`config.mk`:
```
export PLATFORM = sky130hd
export DESIGN_NAME = tdm_slot_port
export DESIGN_NICKNAME = d
export VERILOG_FILES = /design/src/rtl/tdm_pkg.sv /design/src/rtl/tdm_bclk_gen.sv /design/src/rtl/tdm_edge_sync.sv /design/src/rtl/tdm_slot_engine.sv /design/src/rtl/tdm_slot_port.sv
export SDC_FILE = /design/constraint.sdc
export NUM_CORES = 1
export LEC_CHECK = 0
export CAP_MARGIN = 0
export CORE_MARGIN = 2
export CORE_UTILIZATION = 43
export CTS_BUF_LIST = sky130_fd_sc_hd__clkbuf_2
export DETAILED_ROUTE_END_ITERATION = 10
export MAX_ROUTING_LAYER = met4
export PLACE_DENSITY_LB_ADDON = 0.2
export SLEW_MARGIN = 20
export SYNTH_ARGS = -nofsm -noshare
export SYNTH_HDL_FRONTEND = slang
export SYNTH_HIERARCHICAL = 1
export SYNTH_SLANG_ARGS = --single-unit
```
`constraint.sdc`:
```
create_clock -name clk -period 2.5 [get_ports clk]
set_clock_uncertainty 0.05 [all_clocks]
set_input_delay 0.375 -clock clk [delete_from_list [all_inputs] [get_ports clk]]
set_output_delay 0.375 -clock clk [all_outputs]
set_load 0.005 [all_outputs]
```
`src/rtl/tdm_pkg.sv`:
```
package tdm_pkg;
    localparam int SLOT_W        = 16;
    localparam int SLOT_BITS_W   = $clog2(SLOT_W);
    localparam int NUM_SLOTS     = 16;
    localparam int SLOT_IDX_W    = $clog2(NUM_SLOTS);
    localparam int POS_W         = SLOT_BITS_W + SLOT_IDX_W;
    localparam int CTL_SLOTS     = 2;
    localparam int DATA_SLOTS    = 8;
    localparam int ACTIVE_SLOTS  = CTL_SLOTS + DATA_SLOTS;
    localparam int TX_BUS_W      = ACTIVE_SLOTS * SLOT_W;

    localparam logic [SLOT_IDX_W-1:0] FIRST_DATA_SLOT   = SLOT_IDX_W'(CTL_SLOTS);
    localparam logic [SLOT_IDX_W-1:0] FIRST_VACANT_SLOT = SLOT_IDX_W'(ACTIVE_SLOTS);

    typedef struct packed {
        logic [2:0] bclk;
        logic [1:0] fsync;
        logic [1:0] data;
    } sync_st_t;

    typedef struct packed {
        logic                  active;
        logic                  fs_pend;
        logic [POS_W-1:0]      bitpos;
        logic [SLOT_W-1:0]     tx_sh;
        logic                  dout;
        logic [SLOT_W-1:0]     rx_sh;
        logic                  rx_valid;
        logic [SLOT_IDX_W-1:0] rx_slot;
        logic [SLOT_W-1:0]     rx_word;
    } eng_st_t;
endpackage

```
`src/rtl/tdm_bclk_gen.sv`:
```
module tdm_bclk_gen
    import tdm_pkg::*;
#(
    parameter int BCLK_HALF = 4
) (
    input  logic clk,
    input  logic rst_n,
    input  logic en,
    output logic bclk,
    output logic fsync
);
    localparam int DIV_W = $clog2(2 * BCLK_HALF);
    localparam logic [DIV_W-1:0] DIV_LAST = DIV_W'(2 * BCLK_HALF - 1);
    localparam logic [DIV_W-1:0] DIV_MID  = DIV_W'(BCLK_HALF - 1);
    localparam logic [POS_W-1:0] POS_LAST = '1;

    typedef struct packed {
        logic [DIV_W-1:0] div;
        logic             bclk;
        logic             fsync;
        logic [POS_W-1:0] mbit;
    } gen_st_t;

    localparam gen_st_t GEN_RST = '{div: '0, bclk: 1'b0, fsync: 1'b0,
                                    mbit: POS_LAST - POS_W'(1)};

    gen_st_t q, d;

    always_comb begin
        d = q;
        if (!en) begin
            d = GEN_RST;
        end else if (q.div == DIV_LAST) begin
            d.div   = '0;
            d.bclk  = 1'b1;
            d.mbit  = q.mbit + 1'b1;
            d.fsync = (d.mbit == POS_LAST);
        end else begin
            d.div = q.div + 1'b1;
            if (q.div == DIV_MID) d.bclk = 1'b0;
        end
    end

    always_ff @(posedge clk or negedge rst_n) begin
        if (!rst_n) q <= GEN_RST;
        else        q <= d;
    end

    assign bclk  = q.bclk;
    assign fsync = q.fsync;

    AST_FSYNC_ON_RISE: assert property (@(posedge clk) disable iff (!rst_n || !en)
        !$stable(q.fsync) |-> $rose(q.bclk));
    AST_QUIET_WHEN_OFF: assert property (@(posedge clk) disable iff (!rst_n)
        $past(!en) && !en |-> !q.bclk && !q.fsync);
endmodule

```
`src/rtl/tdm_edge_sync.sv`:
```
module tdm_edge_sync
    import tdm_pkg::*;
(
    input  logic clk,
    input  logic rst_n,
    input  logic bclk_in,
    input  logic fsync_in,
    input  logic din_in,
    output logic rise,
    output logic fall,
    output logic fsync_s,
    output logic din_s
);
    sync_st_t q, d;

    always_comb begin
        d       = q;
        d.bclk  = {q.bclk[1:0], bclk_in};
        d.fsync = {q.fsync[0], fsync_in};
        d.data  = {q.data[0], din_in};
    end

    always_ff @(posedge clk or negedge rst_n) begin
        if (!rst_n) q <= '0;
        else        q <= d;
    end

    assign rise    =  q.bclk[1] & ~q.bclk[2];
    assign fall    = ~q.bclk[1] &  q.bclk[2];
    assign fsync_s =  q.fsync[1];
    assign din_s   =  q.data[1];

    AST_EDGES_EXCLUSIVE: assert property (@(posedge clk) disable iff (!rst_n)
        !(rise && fall));
endmodule

```
`src/rtl/tdm_slot_engine.sv`:
```
module tdm_slot_engine
    import tdm_pkg::*;
(
    input  logic                  clk,
    input  logic                  rst_n,
    input  logic                  rise,
    input  logic                  fall,
    input  logic                  fsync_s,
    input  logic                  din_s,
    input  logic                  ctl_mode_n,
    input  logic [TX_BUS_W-1:0]   tx_words,
    output logic                  dout,
    output logic                  rx_valid,
    output logic [SLOT_IDX_W-1:0] rx_slot,
    output logic [SLOT_W-1:0]     rx_word
);
    logic [SLOT_W-1:0] tx_arr [ACTIVE_SLOTS];

    for (genvar g = 0; g < ACTIVE_SLOTS; g++) begin : g_tx
        assign tx_arr[g] = tx_words[g*SLOT_W +: SLOT_W];
    end

    eng_st_t q, d;

    always_comb begin
        logic [POS_W-1:0]      nxt;
        logic                  load;
        logic [SLOT_W-1:0]     word;
        logic [SLOT_IDX_W-1:0] sl_rx;
        logic [SLOT_IDX_W-1:0] sl_tx;
        d          = q;
        d.rx_valid = 1'b0;
        nxt        = q.bitpos;
        load       = 1'b0;
        word       = {q.tx_sh[SLOT_W-2:0], 1'b0};
        sl_rx      = q.bitpos[POS_W-1:SLOT_BITS_W];
        sl_tx      = '0;

        if (fall) begin
            d.fs_pend = fsync_s;
            if (q.active) begin
                d.rx_sh = {q.rx_sh[SLOT_W-2:0], din_s};
                if (&q.bitpos[SLOT_BITS_W-1:0] && sl_rx < FIRST_VACANT_SLOT &&
                    (sl_rx >= FIRST_DATA_SLOT || !ctl_mode_n)) begin
                    d.rx_valid = 1'b1;
                    d.rx_slot  = sl_rx;
                    d.rx_word  = d.rx_sh;
                end
            end
        end

        if (rise && (q.fs_pend || q.active)) begin
            if (q.fs_pend) begin
                nxt       = '0;
                load      = 1'b1;
                d.active  = 1'b1;
                d.fs_pend = 1'b0;
            end else begin
                nxt  = q.bitpos + 1'b1;
                load = (nxt[SLOT_BITS_W-1:0] == '0);
            end
            sl_tx = nxt[POS_W-1:SLOT_BITS_W];
            if (load) begin
                word = '0;
                for (int s = 0; s < ACTIVE_SLOTS; s++) begin
                    if (sl_tx == SLOT_IDX_W'(s) && (s >= CTL_SLOTS || !ctl_mode_n))
                        word = tx_arr[s];
                end
            end
            d.bitpos = nxt;
            d.tx_sh  = word;
            d.dout   = word[SLOT_W-1];
        end
    end

    always_ff @(posedge clk or negedge rst_n) begin
        if (!rst_n) q <= '0;
        else        q <= d;
    end

    assign dout     = q.dout;
    assign rx_valid = q.rx_valid;
    assign rx_slot  = q.rx_slot;
    assign rx_word  = q.rx_word;

    AST_STROBE_ONE_CYCLE: assert property (@(posedge clk) disable iff (!rst_n)
        q.rx_valid |=> !q.rx_valid);
    AST_NO_VACANT_STROBE: assert property (@(posedge clk) disable iff (!rst_n)
        q.rx_valid |-> q.rx_slot < FIRST_VACANT_SLOT);
    AST_CTL_STROBE_GATED: assert property (@(posedge clk) disable iff (!rst_n)
        q.rx_valid && q.rx_slot < FIRST_DATA_SLOT |-> !$past(ctl_mode_n));
    AST_DOUT_ON_RISE: assert property (@(posedge clk) disable iff (!rst_n)
        !$stable(q.dout) |-> $past(rise));
    AST_IDLE_UNTIL_SYNC: assert property (@(posedge clk) disable iff (!rst_n)
        !q.active |-> !q.dout && !q.rx_valid);
    AST_RESYNC_TO_ZERO: assert property (@(posedge clk) disable iff (!rst_n)
        $past(rise && q.fs_pend) |-> q.bitpos == '0);
    AST_VACANT_QUIET: assert property (@(posedge clk) disable iff (!rst_n)
        q.bitpos[POS_W-1:SLOT_BITS_W] >= FIRST_VACANT_SLOT |-> !q.dout);
endmodule

```
`src/rtl/tdm_slot_port.sv`:
```
module tdm_slot_port
    import tdm_pkg::*;
#(
    parameter int BCLK_HALF = 4
) (
    input  logic                  clk,
    input  logic                  rst_n,
    input  logic                  master_en,
    input  logic                  ctl_mode_n,
    input  logic                  bclk_i,
    input  logic                  fsync_i,
    input  logic                  din,
    output logic                  bclk_o,
    output logic                  fsync_o,
    output logic                  dout,
    input  logic [TX_BUS_W-1:0]   tx_words,
    output logic                  rx_valid,
    output logic [SLOT_IDX_W-1:0] rx_slot,
    output logic [SLOT_W-1:0]     rx_word
);
    logic gen_bclk, gen_fsync;
    logic bclk_src, fsync_src;
    logic rise, fall, fsync_s, din_s;

    tdm_bclk_gen #(.BCLK_HALF(BCLK_HALF)) gen_i (
        .clk   (clk),
        .rst_n (rst_n),
        .en    (master_en),
        .bclk  (gen_bclk),
        .fsync (gen_fsync)
    );

    assign bclk_src  = master_en ? gen_bclk  : bclk_i;
    assign fsync_src = master_en ? gen_fsync : fsync_i;
    assign bclk_o    = gen_bclk;
    assign fsync_o   = gen_fsync;

    tdm_edge_sync sync_i (
        .clk      (clk),
        .rst_n    (rst_n),
        .bclk_in  (bclk_src),
        .fsync_in (fsync_src),
        .din_in   (din),
        .rise     (rise),
        .fall     (fall),
        .fsync_s  (fsync_s),
        .din_s    (din_s)
    );

    tdm_slot_engine eng_i (
        .clk        (clk),
        .rst_n      (rst_n),
        .rise       (rise),
        .fall       (fall),
        .fsync_s    (fsync_s),
        .din_s      (din_s),
        .ctl_mode_n (ctl_mode_n),
        .tx_words   (tx_words),
        .dout       (dout),
        .rx_valid   (rx_valid),
        .rx_slot    (rx_slot),
        .rx_word    (rx_word)
    );
endmodule

```
## Word level (Yosys, flattened, before mapping)

Index checks and enable logic that the tools add are counted.

| operators by class | value |
|---|---|
| mux-type cells | 27 |
| equal/unequal tests | 14 |
| bitwise operators | 4 |
| reduce and logical (&&, ||, !) cells | 14 |
| $add $sub $neg | 3 |
| $lt $le $gt $ge | 2 |

Operators by type and width:

| operator | count |
|---|---|
| 16-bit two-way mux | 11 |
| 21-bit two-way mux | 3 |
| 26-bit two-way mux | 1 |
| 8-bit by 1-bit adder with 8-bit output (second input constant) | 2 |
| 4-bit by 3-bit equality test with 1-bit output (second input constant) | 4 |
| 8-bit two-way mux | 2 |
| 13-bit two-way mux | 1 |
| 9-bit two-way mux | 1 |
| 4-bit by 2-bit equality test with 1-bit output (second input constant) | 2 |
| 4-bit equality test (second input constant) | 2 |
| 8-bit equality test (second input constant) | 1 |
| 4-bit logical NOT | 2 |
| 1-bit two-way mux | 7 |
| 1-bit logical AND | 5 |
| 4-bit by 1-bit equality test with 1-bit output (second input constant) | 1 |
| 4-bit by 2-bit greater-or-equal comparator with 1-bit output (second input constant) | 1 |
| 4-bit < comparator (second input constant) | 1 |
| 4-bit two-way mux | 1 |
| 2-bit AND reduction | 2 |
| 4-bit AND reduction | 1 |
| 3-bit by 1-bit adder with 3-bit output (second input constant) | 1 |
| 3-bit by 2-bit equality test with 1-bit output (second input constant) | 1 |
| 3-bit equality test (second input constant) | 1 |
| 3-bit by 1-bit inequality test with 1-bit output (second input constant) | 1 |
| other kinds (6) | 9 |

| word-level totals | value |
|---|---|
| bits of input ports | 167 |
| word-level logic and storage cells | 80 |
| output and inout port bits | 24 |
| bits in registers | 83 |

## Longest topological paths before layout

Gate-level depths: netlist (run 1).

| logic depth | value |
|---|---|
| depth after elaboration | 18 |
| depth in mapped cells | 11 |
| mapped depth without buffers | 8 |

## Hierarchy

The synthesis (run 1) kept the hierarchy.

By module, submodules not included:

| module | seq. area each (um^2) | cells each | area an instance (um^2) | instances |
|---|---|---|---|---|
| tdm_slot_engine | 1551.5 | 536 | 4658.2 | 1 |
| tdm_bclk_gen | 334.1 | 68 | 716.9 | 1 |
| tdm_edge_sync | 175.2 | 9 | 190.2 | 1 |
| tdm_slot_port | 0.0 | 2 | 22.5 | 1 |

## Worst setup path before layout (run 1)

Ideal clock, no wire load.

| timing path | value |
|---|---|
| path type | reg-to-reg |
| start point | register eng_i/q[54] (netlist name) |
| end point | register eng_i/q[43] (netlist name) |
| path slack | 0.124 ns |
| buffers on the path | 1 |
| cell stages (with the launch flop) | 10 |
| arrival time | 2.192 ns |
| period minus slack after synthesis | 2.376 ns |
| cell sequence | dfrtp_1 > ha_1 > buf_4 > nand3_1 > nor2_1 > a311oi_4 > nor2_2 > a22o_1 > a222oi_1 > a31oi_1 |

| on the way | value |
|---|---|
| word-level cells in the longest chain between the ends | 16 |

Ends and longest elaborated chain:

| element | RTL line | source |
|---|---|---|
| start, declared | tdm_slot_engine.sv:23 | `eng_st_t q, d;` |
| start signal, assigned | tdm_slot_engine.sv:77 | `if (!rst_n) q <= '0;` |
| start signal, assigned | tdm_slot_engine.sv:78 | `else q <= d;` |
| 8-bit by 1-bit adder with 8-bit output * | tdm_slot_engine.sv:59 | `nxt = q.bitpos + 1'b1;` |
| 8-bit two-way mux | tdm_slot_engine.sv:53 | `if (q.fs_pend) begin` |
| 8-bit two-way mux | tdm_slot_engine.sv:52 | `if (rise && (q.fs_pend \|\| q.active)) begin` |
| 4-bit logical NOT | tdm_slot_engine.sv:66 | `if (sl_tx == SLOT_IDX_W'(s) && (s >= CTL_SLOTS \|\| !ctl_mode_n))` |
| 1-bit logical AND | tdm_slot_engine.sv:66 |  |
| 16-bit two-way mux (10 in series) | tdm_slot_engine.sv:66 |  |
| 16-bit two-way mux * | tdm_slot_engine.sv:63 | `if (load) begin` |

Every way passes the cells marked *; elsewhere a longest branch is shown, timed or not. The select of a mux whose other input is x is not followed.
A chain may end at the register's enable or synchronous reset.

## Final worst setup path (run 1)

| timing path | value |
|---|---|
| start point | register eng_i/q[54] (netlist name) |
| end point | register eng_i/q[41] (netlist name) |

Same word-level chain as after synthesis.

==> impl_metrics.yaml, run 1 <==
place:
  numPortBuffers: 190
  dp_hpwl_mm: 16.9
  pre_cts_ws_ns: -0.261
  gp_congestion: 0.984
  placedInstanceArea_sq_um: 8110
  dp_cells: 1014
drt:
  antenna_left: 0
  wl_per_cell_um: 21.1
  drc: 0
  drt-initial-drc-count: 591
  wl_met3_mm: 1.48
  first_pass_iters: 7
  met2_length_mm: 10.5
  wl_met1_mm: 9.33
  num_vias: 6117
  via_per_inst: 5.85
  totalWireLength_mm: 22.0
  top_layer: "met4"
timing:
  tightestPinTransition_ns: 0.866
  finalSetupViolCount: 4
  fmax_mhz: 397
  drv_slew: 0
  hold_slack_ns: 0.196
  period_share: 1.01
  finalWorstSetupSlack_ns: -0.0190
  max_slew_margin: 0.423
  rsz0062_at_grt: "yes"
  finalHoldViolCount: 0
  layout_min_cycle_time_ns: 2.52
grt:
  gr-total-overflow: 0
  grt_usage: 0.321
  grt_max_degree: 70
  antenna_found_initial: 0
  grt_pass1_wl_mm: 34.2
  grt_pass1_vias: 6081
power:
  p_leak_nw: 3.66
  power.density_nw_per_um2: 726
  vdd_drop_max_mv: 0.479
hold_path:
  hold_start: "din"
  hold_path.class: "primary input to flop"
job:
  cap_violations: 0
synthesis:
  ys_types: 83
  synth_area_sq_um: 5590
  syn-num-nets: 788
  async_flop_share: 1.00
  yosysSeqAreaShare: 0.369
  synthFlopType: "dfrtp_1"
  ys_ff_latch: 82
  yosys_warnings: 6
  avgSynthCellArea_sq_um: 9.09
  netlist_instances: 615
  synth_edf_count: 0
final_layout:
  multi_input_area_sq_um: 3410
  layout_commonest_cell: "clkdlybuf4s50_1"
  area.growth.synth_to_final_pct: 55.6
  seqCellArea_sq_um: 2070
  stdcell_count: 1046
  layout_common_cells: "clkdlybuf4s50_1, nand2_1, buf_4"
  nets: 1042
  final_cell_area_sq_um: 8690
  insertedDiodeCount: 0
  fill_cells: 1024
  drive_gt1_frac: 0.256
critical_path:
  critical-path-slowest-cell: "dfrtp_1"
  arrival_ns: 2.95
  crit_fanout: 8
  cp.buffers_inverters: 3
  start_kind: "flop"
  startpoint: "eng_i/q[54]$_DFFE_PN0P_"
  setup.worst_path.class: "flop to flop"
  reg2reg_from: "eng_i/q[54]$_DFFE_PN0P_"
  crit_path_max_incr_delay_ns: 0.44
  cp_common_cell: "buf_4"
  required_ns: 2.93
  setup.worst_path.end_class: "flop"
  critPathTopFamily: "compound AO/OA/AOI/OAI gates"
  path_cells: "ha_4 -> buf_4 -> nand3_1 -> nor4_1 -> buf_4 -> a32o_1 -> nand2_1 -> buf_4 -> o311ai_0 -> a22o_1 -> a21oi_1"
clocking:
  numCtsBuffers: 9
  cts-htree-levels: 3
  cts_sinks: 82
  root_buffer: "clkbuf_2"
  cts_max_path_buffers: 2
  cts_tree: "done"
  path_clk_slew_ns: 0.23
  clk_latency_ns: 0.57
floorplanning:
  initial_core_util: 0.441
  fp.dieH_um: 118
  std_cell_rows: 41
  core_area_sq_um: 12700
  io_pins: 191
  die-area_sq_um: 13900
  chipWidth_um: 118
outcome:
  failed_checks: "negative setup slack"
  status: "finished with violations"
[Yosys cell counts (all sizes together) (10+ instances only)]
| master | number | share of area |
|---|---|---|
| buf | 49 | 0.061 |
| a221oi | 14 | 0.022 |
| o221ai | 11 | 0.017 |
| o21ai | 34 | 0.031 |
| nand2b | 14 | 0.016 |
| dfrtp | 75 | 0.34 |
| nand2 | 108 | 0.073 |
| mux2 | 18 | 0.036 |
| a22o | 14 | 0.022 |
| clkbuf | 13 | 0.0087 |
| a222oi | 10 | 0.018 |
| a21oi | 26 | 0.023 |
| nor2 | 33 | 0.029 |
| nand3 | 13 | 0.012 |
| nor3 | 11 | 0.011 |
| and3 | 14 | 0.016 |
[through the flow]
| stage | power (W) | TNS [ns] | util |
|---|---|---|---|
| finish | 0.00631 | -0.0431 | 0.686 |
| global route | 0.00666 | -0.915 | 0.686 |
| CTS | 0.00603 | -0.0147 | 0.665 |
| detailed placement | 0.00505 | -3.28 | 0.640 |
| global placement | 0.00501 | -2.09 | 0.640 |
| floorplan | 0.00360 | 0 | - |
[report_power, final]
group | switching [W] | internal, W
logic | 0.00189 | 0.00193
registers | 0.000230 | 0.00154
clock network | 0.000485 | 0.000236
[sequential cells by signal, summed over array words and instances, names as in the netlist]
| register | cells |
|---|---|
| sync_i/din_s | 1 |
| gen_i/bclk | 1 |
| eng_i/rx_slot | 4 |
| eng_i/q | 41 |
| gen_i/fsync | 1 |
| sync_i/d | 4 |
| gen_i/q | 11 |
| sync_i/fsync_s | 1 |
| eng_i/rx_word | 16 |
| eng_i/rx_valid | 1 |
| sync_i/q | 1 |
[what timing repair did]
item / 4_1_cts / 5_1_grt
resized for setup: 27 / 42
hold buffers: 1 / 0
buffers inserted: 5 / 10
gates cloned: 1 / 0
endpoints found under the setup margin: 16 / 16
pin swaps: 6 / 7
hold endpoints to repair: 60 / 0
[layout make-up]
type,instances,area share
well taps,172,0.0248
repair buffers,304,0.328
flip-flops and latches,82,0.238
inverters,8,0.00345
multi-input cells,464,0.392
clock inverters,6,0.00763
clock buffers,10,0.00576
[routing by layer]
layer,GRT usage,vias up
met5,-,-
met4,0.127,0
met3,0.0577,50
met2,0.517,319
met1,0.402,2942
li1,-,2806
[final timing paths]
check	to	slack [ns]	cells past startpoint
max	eng_i/q[41]$_DFFE_PN0P_	-0.02	11
min	sync_i/d[1]$_DFF_PN0_	0.20	1
max reg2reg	eng_i/q[41]$_DFFE_PN0P_	-0.02	11
min reg2reg	sync_i/d[6]$_DFF_PN0_	0.31	0
max in group asynchronous	eng_i/q[49]$_DFFE_PN0P_	1.33	3
min in group asynchronous	eng_i/rx_slot[2]$_DFFE_PN0P_	0.40	2
[cell families after synthesis]
family / Yosys count / synth area share
mux: 22 / 0.0457
compound gates: 184 / 0.260
fa+ha+maj: 6 / 0.0134
xor+xnor: 10 / 0.0157
buf+inv: 70 / 0.0755
simple gates: 241 / 0.221
flops: 82 / 0.369
(Power assumes the default switching activity.)
==> run 2, diff against run 1 <==
--- a/config.mk
+++ b/config.mk
@@ -5,11 +5,11 @@
 export SDC_FILE = /design/constraint.sdc
 export NUM_CORES = 1
 export LEC_CHECK = 0
-export CAP_MARGIN = 0
 export CORE_MARGIN = 2
 export CORE_UTILIZATION = 43
 export CTS_BUF_LIST = sky130_fd_sc_hd__clkbuf_2
 export DETAILED_ROUTE_END_ITERATION = 10
+export GPL_ROUTABILITY_DRIVEN = 0
 export MAX_ROUTING_LAYER = met4
 export PLACE_DENSITY_LB_ADDON = 0.2
 export SLEW_MARGIN = 20
==> constraint.sdc (replaced) <==
create_clock -name clk -period 2.06 [get_ports clk]
set_clock_uncertainty 0.05 [all_clocks]
set_input_delay 0.309 -clock clk [delete_from_list [all_inputs] [get_ports clk]]
set_output_delay 0.309 -clock clk [all_outputs]
set_load 0.005 [all_outputs]
==> impl_metrics.yaml, run 2 (same netlist as run 1, synthesis figures left out) <==
timing:
  finalWorstSetupSlack_ns: -0.466
  max_slew_margin: 0.603
  hold_slack_ns: 0.0813
  drv_slew: 0
  finalHoldViolCount: 0
  rsz0062_at_grt: "yes"
  fmax_mhz: 396
  layout_min_cycle_time_ns: 2.53
  finalSetupViolCount: 16
  tightestPinTransition_ns: 0.595
  period_share: 1.23
hold_path:
  hold_path.class: "primary input to flop"
  hold_start: "din"
floorplanning:
  chipWidth_um: 118
  io_pins: 191
  die-area_sq_um: 13900
  fp.dieH_um: 118
  initial_core_util: 0.441
  std_cell_rows: 41
  core_area_sq_um: 12700
final_layout:
  layout_commonest_cell: "clkdlybuf4s50_1"
  insertedDiodeCount: 0
  layout_common_cells: "clkdlybuf4s50_1, nand2_1, buf_4"
  drive_gt1_frac: 0.255
  area.growth.synth_to_final_pct: 56.4
  nets: 1040
  top_register: "eng_i/q"
  post-route-util: 0.690
  largest_reg_flops: 41
power:
  p_comb_frac: 0.601
  p_switching_w: 0.00322
  clock_power_share: 0.128
  p_sw_frac: 0.408
  vdd_drop_max_mv: 1.17
  p_leak_nw: 3.71
  power.density_nw_per_um2: 901
  p_seq_frac: 0.270
  intPower_w: 0.00466
critical_path:
  setup.worst_path.class: "flop to flop"
  start_kind: "flop"
  crit_fanout: 12
  startpoint: "eng_i/q[54]$_DFFE_PN0P_"
  required_ns: 2.48
  setup.worst_path.end_class: "flop"
  arrival_ns: 2.94
  reg2reg_from: "eng_i/q[54]$_DFFE_PN0P_"
grt:
  grt_max_degree: 47
  grt_usage: 0.312
  grt_pass1_wl_mm: 33.1
  grt_pass1_vias: 6176
  antenna_found_initial: 0
  gr-total-overflow: 0
clocking:
  root_buffer: "clkbuf_2"
  path_clk_slew_ns: 0.23
  clk_latency_ns: 0.59
  cts-htree-levels: 3
  cts_max_path_buffers: 2
  cts_tree: "done"
  cts_sinks: 82
  numCtsBuffers: 9
place:
  numPortBuffers: 190
  dp_hpwl_mm: 16.0
outcome:
  failed_checks: "negative setup slack"
  status: "finished with violations"
drt:
  totalWireLength_mm: 22.0
  wl_per_cell_um: 21.1
  antenna_left: 0
  via_per_inst: 6.04
  first_pass_iters: 8
  num_vias: 6306
  drc: 0
  drt-initial-drc-count: 861
job:
  cap_violations: 0
## run 2: final timing paths
kind,to,slack (ns),depth (start not counted)
setup / recovery,eng_i/q[46]$_DFFE_PN0P_,-0.47,10
min in group asynchronous,eng_i/rx_word[7]$_DFFE_PN0P_,0.18,2
max in group asynchronous,eng_i/q[41]$_DFFE_PN0P_,1.20,3
hold / removal,sync_i/d[1]$_DFF_PN0_,0.08,1
setup reg to reg,eng_i/q[46]$_DFFE_PN0P_,-0.47,10
hold reg to reg,sync_i/d[6]$_DFF_PN0_,0.33,0
## run 2: area by class of cell
type | instances | area [sq um]
clock inverters | 7 | 98.8
flip-flops and latches | 82 | 2060
well taps | 172 | 215
clock buffers | 9 | 45.0
inverters | 8 | 37.5
repair inverters | 1 | 5.00
fillers | 970 | 3930
multi-input cells | 463 | 3390
repair buffers | 302 | 2880
## run 2: routing by layer
metal / up-vias / global-route usage / routed length, um
li1: 2794 / - / -
met1: 3007 / 0.374 / 8400
met2: 422 / 0.496 / 10500
met3: 83 / 0.0867 / 2190
met4: 0 / 0.129 / 895
met5: - / - / 0
## run 2: metrics by stage
stage               TNS (ns)  total power, W  cells  cell area [sq um]  setup slack (ns)
floorplan              -3.74         0.00439    615               5610            -0.266
global placement      -13.05         0.00604   1010               8110            -0.651
detailed placement    -14.65         0.00616   1010               8110            -0.700
CTS                    -6.31         0.00756   1033               8530            -0.427
global route           -8.46         0.00828   1044               8740            -0.551
finish                 -6.98         0.00788   1044               8740            -0.466
## run 2: what timing repair did
item	4_1_cts	5_1_grt
cloned	0	2
pin swaps	19	2
hold buffers	1	0
setup endpoints to repair	38	41
resized for setup	42	24
buffers inserted	8	9
endpoints found under the hold margin	67	0
## run 2: worst max-delay path, stage by stage, from the launching register on
cell and delay [ns]:
dfrtp_1 0.44, buf_4 0.18, nand3_2 0.16, xor2_2 0.21
a31oi_2 0.28, buf_4 0.21, nor4_4 0.04, buf_4 0.18
a221o_1 0.34, o21ai_0 0.17, a21oi_1 0.13
## run 2: power by group through the flow
stage	Sequential (W)	Clock, W	Combinational (W)
floorplan	0.00203	0	0.00237
detailed placement	0.00212	0	0.00404
global route	0.00216	0.00111	0.00501
finish	0.00213	0.00101	0.00474
global placement	0.00211	0	0.00393
CTS	0.00211	0.00106	0.00438
